**src/rtl/pdisk_pio_pkg.sv**
```systemverilog
package pdisk_pio_pkg;

  typedef enum logic [2:0] {
    PH_IDLE   = 3'd0,
    PH_TURN   = 3'd1,
    PH_SETUP  = 3'd2,
    PH_STROBE = 3'd3,
    PH_HOLD   = 3'd4,
    PH_HWRST  = 3'd5
  } pio_phase_e;

  localparam int unsigned DATA_W = 16;
  localparam int unsigned ADDR_W = 3;

  function automatic int unsigned max4(input int unsigned a, input int unsigned b,
                                       input int unsigned c, input int unsigned d);
    int unsigned m;
    m = a;
    if (b > m) m = b;
    if (c > m) m = c;
    if (d > m) m = d;
    return m;
  endfunction

endpackage

```
**src/rtl/pdisk_phase_timer.sv**
```systemverilog
module pdisk_phase_timer #(
  parameter int unsigned CNT_W = 8
) (
  input  logic             clk,
  input  logic             rst_n,
  input  logic             load,
  input  logic [CNT_W-1:0] load_val,
  output logic             expired
);

  logic [CNT_W-1:0] cnt_q;

  always_ff @(posedge clk) begin
    if (!rst_n) begin
      cnt_q <= '0;
    end else if (load) begin
      cnt_q <= load_val;
    end else if (cnt_q != '0) begin
      cnt_q <= cnt_q - 1'b1;
    end
  end

  assign expired = (cnt_q == '0);

endmodule

```
**src/rtl/pdisk_cycle_seq.sv**
```systemverilog
module pdisk_cycle_seq
  import pdisk_pio_pkg::*;
#(
  parameter int unsigned SETUP_CYC  = 14,
  parameter int unsigned STROBE_CYC = 34,
  parameter int unsigned HOLD_CYC   = 72,
  parameter int unsigned RESET_CYC  = 5000,
  parameter int unsigned CNT_W      = 13
) (
  input  logic             clk,
  input  logic             rst_n,
  input  logic             fire,
  input  logic             fire_hwrst,
  input  logic             tmr_expired,
  output logic             tmr_load,
  output logic [CNT_W-1:0] tmr_val,
  output pio_phase_e       phase,
  output logic             done_pulse
);

  localparam logic [CNT_W-1:0] SETUP_LD  = CNT_W'(SETUP_CYC - 1);
  localparam logic [CNT_W-1:0] STROBE_LD = CNT_W'(STROBE_CYC - 1);
  localparam logic [CNT_W-1:0] HOLD_LD   = CNT_W'(HOLD_CYC - 1);
  localparam logic [CNT_W-1:0] RESET_LD  = CNT_W'(RESET_CYC - 1);

  pio_phase_e phase_q, phase_d;
  logic       finish;

  always_comb begin
    phase_d  = phase_q;
    tmr_load = 1'b0;
    tmr_val  = '0;
    finish   = 1'b0;
    unique case (phase_q)
      PH_IDLE: begin
        if (fire) begin
          tmr_load = 1'b1;
          if (fire_hwrst) begin
            phase_d = PH_HWRST;
            tmr_val = RESET_LD;
          end else begin
            phase_d = PH_TURN;
          end
        end
      end
      PH_TURN: begin
        phase_d  = PH_SETUP;
        tmr_load = 1'b1;
        tmr_val  = SETUP_LD;
      end
      PH_SETUP: begin
        if (tmr_expired) begin
          phase_d  = PH_STROBE;
          tmr_load = 1'b1;
          tmr_val  = STROBE_LD;
        end
      end
      PH_STROBE: begin
        if (tmr_expired) begin
          phase_d  = PH_HOLD;
          tmr_load = 1'b1;
          tmr_val  = HOLD_LD;
        end
      end
      PH_HOLD, PH_HWRST: begin
        if (tmr_expired) begin
          phase_d = PH_IDLE;
          finish  = 1'b1;
        end
      end
      default: phase_d = PH_IDLE;
    endcase
  end

  always_ff @(posedge clk) begin
    if (!rst_n) begin
      phase_q    <= PH_IDLE;
      done_pulse <= 1'b0;
    end else begin
      phase_q    <= phase_d;
      done_pulse <= finish;
    end
  end

  assign phase = phase_q;

  AST_FIRE_ONLY_IDLE: assert property (@(posedge clk) disable iff (!rst_n)
    (phase_q != PH_IDLE) |=> (phase_q != PH_TURN) && (phase_q != PH_HWRST || $past(phase_q) == PH_HWRST)) else $error("busy fire");
  AST_DONE_SINGLE: assert property (@(posedge clk) disable iff (!rst_n)
    done_pulse |=> !done_pulse) else $error("done width");

endmodule

```
**src/rtl/pdisk_data_path.sv**
```systemverilog
module pdisk_data_path
  import pdisk_pio_pkg::*;
(
  input  logic              clk,
  input  logic              rst_n,
  input  logic              fire,
  input  logic              req_write,
  input  logic [1:0]        req_cs,
  input  logic [ADDR_W-1:0] req_addr,
  input  logic              req_wide,
  input  logic [DATA_W-1:0] req_wdata,
  input  logic              sample_en,
  input  logic [DATA_W-1:0] bus_d_in,
  output logic              write_q,
  output logic [1:0]        cs_q,
  output logic [ADDR_W-1:0] addr_q,
  output logic [DATA_W-1:0] d_out,
  output logic [DATA_W-1:0] rdata
);

  localparam int unsigned HALF = DATA_W / 2;

  logic              wide_q;
  logic [DATA_W-1:0] wdata_q;

  always_ff @(posedge clk) begin
    if (!rst_n) begin
      write_q <= 1'b0;
      cs_q    <= '0;
      addr_q  <= '0;
      wide_q  <= 1'b0;
      wdata_q <= '0;
      rdata   <= '0;
    end else begin
      if (fire) begin
        write_q <= req_write;
        cs_q    <= req_cs;
        addr_q  <= req_addr;
        wide_q  <= req_wide && (req_cs == 2'b01) && (req_addr == '0);
        wdata_q <= req_wdata;
      end
      if (sample_en) begin
        rdata <= wide_q ? bus_d_in : {{HALF{1'b0}}, bus_d_in[HALF-1:0]};
      end
    end
  end

  assign d_out = wide_q ? wdata_q : {{HALF{1'b0}}, wdata_q[HALF-1:0]};

  AST_NARROW_ONLY_DATA_REG: assert property (@(posedge clk) disable iff (!rst_n)
    wide_q |-> (cs_q == 2'b01) && (addr_q == '0)) else $error("wide off data reg");
  AST_NARROW_READ_UPPER: assert property (@(posedge clk) disable iff (!rst_n)
    (!wide_q && $past(sample_en)) |-> (rdata[DATA_W-1:HALF] == '0)) else $error("upper byte");

endmodule

```
**src/rtl/pdisk_pio_engine.sv**
```systemverilog
module pdisk_pio_engine
  import pdisk_pio_pkg::*;
#(
  parameter int unsigned SETUP_CYC  = 14,
  parameter int unsigned STROBE_CYC = 34,
  parameter int unsigned HOLD_CYC   = 72,
  parameter int unsigned RESET_CYC  = 5000
) (
  input  logic        clk,
  input  logic        rst_n,
  input  logic        req_valid,
  output logic        req_ready,
  input  logic        req_hwrst,
  input  logic        req_write,
  input  logic [1:0]  req_cs,
  input  logic [2:0]  req_addr,
  input  logic        req_wide,
  input  logic [15:0] req_wdata,
  output logic        rsp_valid,
  output logic [15:0] rsp_rdata,
  output logic        bus_rst_n,
  output logic        bus_cs0_n,
  output logic        bus_cs1_n,
  output logic [2:0]  bus_addr,
  output logic        bus_rd_n,
  output logic        bus_wr_n,
  output logic        bus_d_oe,
  output logic [15:0] bus_d_out,
  input  logic [15:0] bus_d_in
);

  localparam int unsigned MAX_LEN = max4(SETUP_CYC, STROBE_CYC, HOLD_CYC, RESET_CYC);
  localparam int unsigned CNT_W   = (MAX_LEN < 2) ? 1 : $clog2(MAX_LEN);

  pio_phase_e       phase;
  logic             fire;
  logic             tmr_load;
  logic [CNT_W-1:0] tmr_val;
  logic             tmr_expired;
  logic             sample_en;
  logic             write_q;
  logic [1:0]       cs_q;
  logic [2:0]       addr_q;
  logic             sel_on;
  logic             in_access;

  assign req_ready = (phase == PH_IDLE);
  assign fire      = req_valid && req_ready;

  pdisk_phase_timer #(.CNT_W(CNT_W)) u_timer (
    .clk      (clk),
    .rst_n    (rst_n),
    .load     (tmr_load),
    .load_val (tmr_val),
    .expired  (tmr_expired)
  );

  pdisk_cycle_seq #(
    .SETUP_CYC  (SETUP_CYC),
    .STROBE_CYC (STROBE_CYC),
    .HOLD_CYC   (HOLD_CYC),
    .RESET_CYC  (RESET_CYC),
    .CNT_W      (CNT_W)
  ) u_seq (
    .clk         (clk),
    .rst_n       (rst_n),
    .fire        (fire),
    .fire_hwrst  (req_hwrst),
    .tmr_expired (tmr_expired),
    .tmr_load    (tmr_load),
    .tmr_val     (tmr_val),
    .phase       (phase),
    .done_pulse  (rsp_valid)
  );

  assign sample_en = (phase == PH_STROBE) && tmr_expired && !write_q;

  pdisk_data_path u_data (
    .clk       (clk),
    .rst_n     (rst_n),
    .fire      (fire),
    .req_write (req_write),
    .req_cs    (req_cs),
    .req_addr  (req_addr),
    .req_wide  (req_wide),
    .req_wdata (req_wdata),
    .sample_en (sample_en),
    .bus_d_in  (bus_d_in),
    .write_q   (write_q),
    .cs_q      (cs_q),
    .addr_q    (addr_q),
    .d_out     (bus_d_out),
    .rdata     (rsp_rdata)
  );

  assign sel_on    = (phase == PH_SETUP) || (phase == PH_STROBE) || (phase == PH_HOLD);
  assign in_access = sel_on || (phase == PH_TURN);

  assign bus_cs0_n = !(sel_on && cs_q[0]);
  assign bus_cs1_n = !(sel_on && cs_q[1]);
  assign bus_addr  = sel_on ? addr_q : 3'b000;
  assign bus_rd_n  = !((phase == PH_STROBE) && !write_q);
  assign bus_wr_n  = !((phase == PH_STROBE) && write_q);
  assign bus_d_oe  = in_access && write_q;
  assign bus_rst_n = (phase != PH_HWRST);

  AST_TURN_QUIET: assert property (@(posedge clk) disable iff (!rst_n)
    !$stable(bus_d_oe) |-> bus_cs0_n && bus_cs1_n && bus_rd_n && bus_wr_n && bus_rst_n) else $error("turn with control active");
  AST_ONE_STROBE: assert property (@(posedge clk) disable iff (!rst_n)
    !(!bus_rd_n && !bus_wr_n)) else $error("both strobes");
  AST_IDLE_QUIET: assert property (@(posedge clk) disable iff (!rst_n)
    req_ready |-> bus_cs0_n && bus_cs1_n && bus_rd_n && bus_wr_n && bus_rst_n && !bus_d_oe) else $error("idle not quiet");
  AST_ADDR_HELD: assert property (@(posedge clk) disable iff (!rst_n)
    (!bus_rd_n || !bus_wr_n) |=> $stable(bus_addr) && $stable(bus_cs0_n) && $stable(bus_cs1_n)) else $error("addr moved");
  AST_RESET_CLEAN: assert property (@(posedge clk) disable iff (!rst_n)
    !bus_rst_n |-> bus_cs0_n && bus_cs1_n && bus_rd_n && bus_wr_n && !bus_d_oe) else $error("reset not clean");
  AST_DATA_HELD: assert property (@(posedge clk) disable iff (!rst_n)
    (bus_d_oe && $past(bus_d_oe)) |-> $stable(bus_d_out)) else $error("write data moved");

endmodule

```
**config.mk**
```make
export PLATFORM = sky130hd
export DESIGN_NAME = pdisk_pio_engine
export DESIGN_NICKNAME = d
export VERILOG_FILES = /design/src/rtl/pdisk_pio_pkg.sv /design/src/rtl/pdisk_phase_timer.sv /design/src/rtl/pdisk_cycle_seq.sv /design/src/rtl/pdisk_data_path.sv /design/src/rtl/pdisk_pio_engine.sv
export SDC_FILE = /design/constraint.sdc
export NUM_CORES = 1
export LEC_CHECK = 0
export ABC_AREA = 1
export BUFFER_PORTS_ARGS = -buffer_cell sky130_fd_sc_hd__clkbuf_2
export CAP_MARGIN = 40
export CORE_MARGIN = 2
export CORE_UTILIZATION = 45
export DETAILED_ROUTE_END_ITERATION = 10
export GPL_TIMING_DRIVEN = 0
export PLACE_DENSITY = 0.71
export SETUP_SLACK_MARGIN = 0.3
export SYNTH_ARGS = -nofsm -noshare
export SYNTH_HDL_FRONTEND = slang
export SYNTH_SLANG_ARGS = --single-unit
```
**constraint.sdc**
```tcl
create_clock -name clk -period 1.67 [get_ports clk]
set_clock_uncertainty 0.1 [all_clocks]
set_input_delay 0.334 -clock clk [delete_from_list [all_inputs] [get_ports clk]]
set_output_delay 0.334 -clock clk [all_outputs]
set_load 0.005 [all_outputs]
```
After elaboration in Yosys (flattened, before gate mapping)
Cells that the tools add are included.
Cells by class
  add/sub/neg operators: 1
  eq/ne operators: 11
  mux-type cells: 19
  reductions and logical operators: 27
Operator list (number)
  $mux 13: 4
  $pmux 13 s4: 1
  $mux 16: 2
  $mux 3: 6
  $pmux 3 s5: 1
  $logic_not 13->1: 1
  $reduce_bool 13->1: 1
  $sub 13x1->13 const B: 1
  $logic_and 1x1->1: 10
  $mux 7: 1
  $eq 3x2->1 const B: 2
  $eq 3x3->1 const B: 2
  $logic_not 3->1: 2
  $mux 6: 1
  $ne 2x2->1 const B: 3
  $logic_not 1->1: 5
  $reduce_and 4->1: 1
  $reduce_or 2->1: 2
  $eq 3x1->1 const B: 1
  $logic_or 1x1->1: 3
  $ne 3x3->1 const B: 1
  $pmux 1 s3: 1
  $eq 2x1->1 const B: 1
  $mux 1: 2
  other kinds (3): 3
Storage, ports and cells
  bits in registers: 56
  bits of input ports: 43
  output and inout port bits: 43
  logic and storage cells: 67

Depth between registers and ports, before layout
  depth in word-level cells: 5
  mapped depth: 10
  depth with buffers taken out: 10

By module
From an unflattened synthesis, not the netlist that was laid out.
Second synthesis, totals
  cells, all modules: 415
  area, all modules: 2877.8 sq um
By module, submodules not included
  pdisk_data_path: times used 1, cells each 200, area each 1519.0 sq um
  pdisk_phase_timer: times used 1, cells each 138, area each 930.9 sq um
  pdisk_cycle_seq: times used 1, cells each 48, area each 302.8 sq um
  pdisk_pio_engine: times used 1, cells each 29, area each 125.1 sq um

Worst setup path before layout
No wires, ideal clock.
  kind: reg-to-reg
  start point: register u_timer.cnt_q[0]
  end point: register u_data.rdata[14]
  arrival time: 1303 ps
  required time: 1437 ps
  slack: 134 ps
  cell stages (with the launch flop): 9
  path buffers: 1
  clock period less this slack: 1536 ps
  path through: dfxtp_1 inv_1 ha_1 inv_1 nor2_4 nand3_4 buf_2 a21oi_2 nor3b_2
On the way
  longest elaborated chain between the ends: 3
Ends and longest elaborated chain
  from (decl): RTL line pdisk_phase_timer.sv:11  | logic [CNT_W-1:0] cnt_q;
  from (signal assigned): RTL line pdisk_phase_timer.sv:17  | cnt_q <= load_val;
  from (signal assigned): RTL line pdisk_phase_timer.sv:19  | cnt_q <= cnt_q - 1'b1;
  $logic_not 13->1: RTL line pdisk_phase_timer.sv:23  | assign expired = (cnt_q == '0);
  $logic_and 1x1->1 (2 in a row): RTL line pdisk_pio_engine.sv:76  | assign sample_en = (phase == PH_STROBE) && tmr_expired && !write_q;
  to (signal assigned): RTL line pdisk_data_path.sv:43  | rdata <= wide_q ? bus_d_in : {{HALF{1'b0}}, bus_d_in[HALF-1:0]};
  to (decl): RTL line pdisk_data_path.sv:18  | output logic [DATA_W-1:0] rdata
Every way passes these cells.
A chain may end at the register's enable or synchronous reset.

Worst setup path in the final report
  start point: register u_seq.phase_q[2] (netlist: u_seq.phase[2])
  end point: output port bus_addr[2]
On the way
  longest elaborated chain between the ends: 4
  elaborated cells between the ends (all ways): 6
Ends and longest elaborated chain
  from (decl): RTL line pdisk_cycle_seq.sv:26  | pio_phase_e phase_q, phase_d;
  from (signal assigned): RTL line pdisk_cycle_seq.sv:80  | phase_q <= phase_d;
  $eq 3x2->1: RTL line pdisk_pio_engine.sv:96  | assign sel_on = (phase == PH_SETUP) || (phase == PH_STROBE) || (phase == PH_HOLD);
  $logic_or 1x1->1: RTL line pdisk_pio_engine.sv:96
  $logic_or 1x1->1 (*): RTL line pdisk_pio_engine.sv:96
  $mux 3 (*): RTL line pdisk_pio_engine.sv:101  | assign bus_addr = sel_on ? addr_q : 3'b000;
  to (decl): RTL line pdisk_pio_engine.sv:24  | output logic [2:0] bus_addr,
Mark *: on every way between the ends. The rest lies on a longest branch, timed or not.

==> impl_metrics.env <==
export IMPL_status="finished with violations"
export IMPL_failed_checks="negative setup slack"
export IMPL_critPathLaunchType="flop"
export IMPL_ios=86
export IMPL_synth_edff_count=0
export IMPL_routed_via_count=3156
export IMPL_maxClockFrequency_ghz=0.5401
export IMPL_synthTopCellsByArea="sky130_fd_sc_hd__dfxtp_1, sky130_fd_sc_hd__nor2_1, sky130_fd_sc_hd__nand2_1, sky130_fd_sc_hd__inv_1, sky130_fd_sc_hd__o21ai_0"
export IMPL_finalCritPeriodShare_pct=110.9
export IMPL_fillers=386
export IMPL_routabilityCongestion=0.8264
export IMPL_die_area_um2=6943
export IMPL_yosysWarnings=0
export IMPL_htree_levels=2
export IMPL_synth_register_bits=56
export IMPL_grt_max_degree=18
export IMPL_tritoncts="yes"
export IMPL_numCtsBuffers=5
export IMPL_post_place_ws_ns=0.04071
export IMPL_post_drt_wl_per_cell_um=15.59
export IMPL_die_height_um=83.33
export IMPL_r2r_setup_slack_ns=-0.13
export IMPL_synth_seq_area_share_pct=39.59
export IMPL_via_per_inst=5.123
export IMPL_critical_path_max_fanout=5
export IMPL_residual_drc=0
export IMPL_fp_row_count=28
export IMPL_place_port_buffers=84
export IMPL_final_util_pct=74.94
export IMPL_first_global_vias=3035
export IMPL_finalNetCount=585
export IMPL_grt_use_total_pct=24.30
export IMPL_clk_transition_reported_paths_ns=0.11
export IMPL_floorplan_initialDensity_pct=47.26
export IMPL_critPathMaxStageDelay_ns=0.39
export IMPL_floorplan_core_area_um2=5991
export IMPL_drtAntennaViolNets=0
export IMPL_grt_pass1_wl_um=13840
export IMPL_drt_iter0_markers=142
export IMPL_synthesized_netlist_net_count=447
export IMPL_worst_slew_margin_rel_pct=62.06
export IMPL_post_synth_instance_area_um2=2831
export IMPL_clock_sinks=56
export IMPL_postSynth_topFlopCell="sky130_fd_sc_hd__dfxtp_1"
export IMPL_setup_violations=39
export IMPL_critical_path_arrival_ns=1.42
export IMPL_insertedDiodeCount=0
export IMPL_ctsHoldBuffers=0
export IMPL_path_class="flop to output port"
export IMPL_grt_overflow_total=0
export IMPL_cts_root_buffer="sky130_fd_sc_hd__clkbuf_8"
export IMPL_endpoint_kind="output port"
export IMPL_timing_max_cap_violations=0
export IMPL_synthCells=402
export IMPL_firstDrtPassIters=4
export IMPL_synthDominantCellAreaShare_pct=39.59
export IMPL_synth_distinct_cells=35
export IMPL_final_min_clock_period_ns=1.851
export IMPL_synthArstFlopShare_pct=0
export IMPL_max_clock_path_buffers=2
export IMPL_tightestPinTransition_ns=0.5691
export IMPL_drive_gt1_share_pct=53.05
export IMPL_place_hpwl_um=5045
export IMPL_finalWorstSetupSlack_ns=-0.1815
export IMPL_die_width_um=83.33
export IMPL_timing_final_hold_violations=0
export IMPL_crit_path_top_delay_cell="sky130_fd_sc_hd__dfxtp_4"
export IMPL_leakage_nw=2.266
export IMPL_wl_um=9606
export IMPL_grt_antenna_before_repair=0
export IMPL_areaGrowthSynthToFinish_pct=58.55
export IMPL_syn_mean_instance_area_um2=7.043
export IMPL_power_per_cell_area_nw_per_um2=1663
export IMPL_netlist_top_cell_by_area="sky130_fd_sc_hd__dfxtp_1"
export IMPL_hp_class="input pin to flop"
export IMPL_hold_ws_ns=0.1308
export IMPL_clock_latency_ns=0.32
export IMPL_post_route_setup_tns_ns=-2.431
export IMPL_setup_repair_after_global_routing_missed_its_margin="true"
export IMPL_final_max_slew_viol_count=0
export IMPL_worstPathCellList="nor2_4 > nand2_2 > nand2_4 > a21oi_4 > inv_2 > nand2_1 > inv_1 > clkbuf_2"
export IMPL_worst_ir_drop_vdd_uv=1250
export IMPL_worst_ep_required_time_ns=1.24
[per-stage QoR]
step           cell area [µm²]  std cells  total power (W)
2_1_floorplan             2868        402         0.004100
3_3_place_gp              3382        561         0.004694
3_5_place_dp              3382        561         0.004757
4_1_cts                   4141        605         0.006575
5_1_grt                   4489        616         0.007926
6_report                  4489        616         0.007465
[synthesized netlist by cell type (3+ instances only)]
cell	n
sky130_fd_sc_hd__inv_1	59
sky130_fd_sc_hd__clkbuf_1	4
sky130_fd_sc_hd__nand3_1	15
sky130_fd_sc_hd__a21oi_1	22
sky130_fd_sc_hd__dfxtp_1	56
sky130_fd_sc_hd__nor3b_1	4
sky130_fd_sc_hd__xor2_1	3
sky130_fd_sc_hd__nand2_1	67
sky130_fd_sc_hd__a21oi_2	4
sky130_fd_sc_hd__nand4_1	4
sky130_fd_sc_hd__nor2_1	75
sky130_fd_sc_hd__nor2_4	5
sky130_fd_sc_hd__o21ai_0	26
sky130_fd_sc_hd__nor2_2	3
sky130_fd_sc_hd__buf_4	8
sky130_fd_sc_hd__nand2_2	5
sky130_fd_sc_hd__o21ai_1	9
sky130_fd_sc_hd__nor3b_2	4
sky130_fd_sc_hd__buf_2	4
[worst paths after layout]
| check | depth (start not counted) | to | startpoint |
|---|---|---|---|
| worst max-delay path | 8 | bus_addr[2] | u_seq.phase[2]$_SDFFE_PN0P_ |
| worst min-delay path | 3 | u_data.wdata_q[3]$_SDFFE_PN0N_ | req_wdata[3] |
| worst max register to register | 12 | u_timer.cnt_q[1]$_SDFFE_PN0P_ | u_seq.phase[2]$_SDFFE_PN0P_ |
| worst min register to register | 2 | u_data.rdata[1]$_SDFFE_PN0P_ | u_data.rdata[1]$_SDFFE_PN0P_ |
[flip-flops by register name, indices dropped and copies added, names as in the netlist]
signal,flops
u_seq.phase,3
u_seq.done_pulse,1
u_timer.cnt_q,13
u_data.wide_q,1
u_data.cs_q,2
u_data.write_q,1
u_data.addr_q,3
u_data.wdata_q,16
u_data.rdata,16
[kinds of logic (layout without fill, tap and decap cells)]
| group | Yosys count | after routing | share of synthesized area (%) |
|---|---|---|---|
| flip-flops | 56 | 56 | 39.59 |
| adder cells (fa/ha/maj) | 2 | 2 | 0.8836 |
| AO/OA/AOI/OAI | 62 | 62 | 11.58 |
| XOR/XNOR | 4 | 4 | 1.238 |
| buffers and inverters | 82 | 219 | 12.68 |
| AND/OR/NAND/NOR | 196 | 198 | 34.03 |
[final cells by class]
cell class	count	area (µm²)	area share, %
tap	75	93.84	2.090
multi-input combinational	266	1815	40.44
clock inverter	2	13.76	0.3066
clock buffer	6	82.58	1.839
buffer	21	202.7	4.515
timing repair buffer	129	898.4	20.01
sequential	56	1136	25.31
inverter	61	246.5	5.491
[per-layer routing]
layer	vias to the layer above	global-route usage [%]	share of wire, %
met1	1492	27.88	37
met2	105	42.82	54
met4	0	10.28	3.9
li1	1524	-	-
met3	35	5.964	5.5
met5	-	0	0
[critical path: cells and delay by family, from the launching register on]
kind / cells / cell delay, ns
DFF: 1 / 0.39
and+or+nand+nor: 4 / 0.39
buffers and inverters: 3 / 0.27
AOI/OAI and AO/OA: 1 / 0.04
[report_power, final]
part	switching (W)	internal [W]	leakage [nW]	total, W
Clock	0.000476	0.000341	0.0516	0.000817
Sequential	0.000333	0.00169	0.462	0.00202
Combinational	0.00262	0.00201	1.75	0.00463
Total	0.00343	0.00403	2.27	0.00746
[placed cells by master (no fill, tap or decap), drive strengths merged]
cell type   n
nor3        4
clkbuf     91
nand2      75
nor4        1
xnor2       1
o21ai      35
inv        62
nor2       84
a21oi      26
nand4       4
clkinv      1
xor2        3
nor3b       8
bufbuf      1
nand3      19
dfxtp      56
ha          2
nand3b      2
and2        1
o21bai      1
buf        64
[repair_timing]
item | CTS | global route
gates resized for setup | 120 | 78
pin swaps | 30 | 24
buffers inserted | 28 | 11
setup endpoints to repair | 71 | 74
endpoints found under the hold margin | 0 | 0
gates cloned | 8 | 0
(Power assumes the default switching activity.)
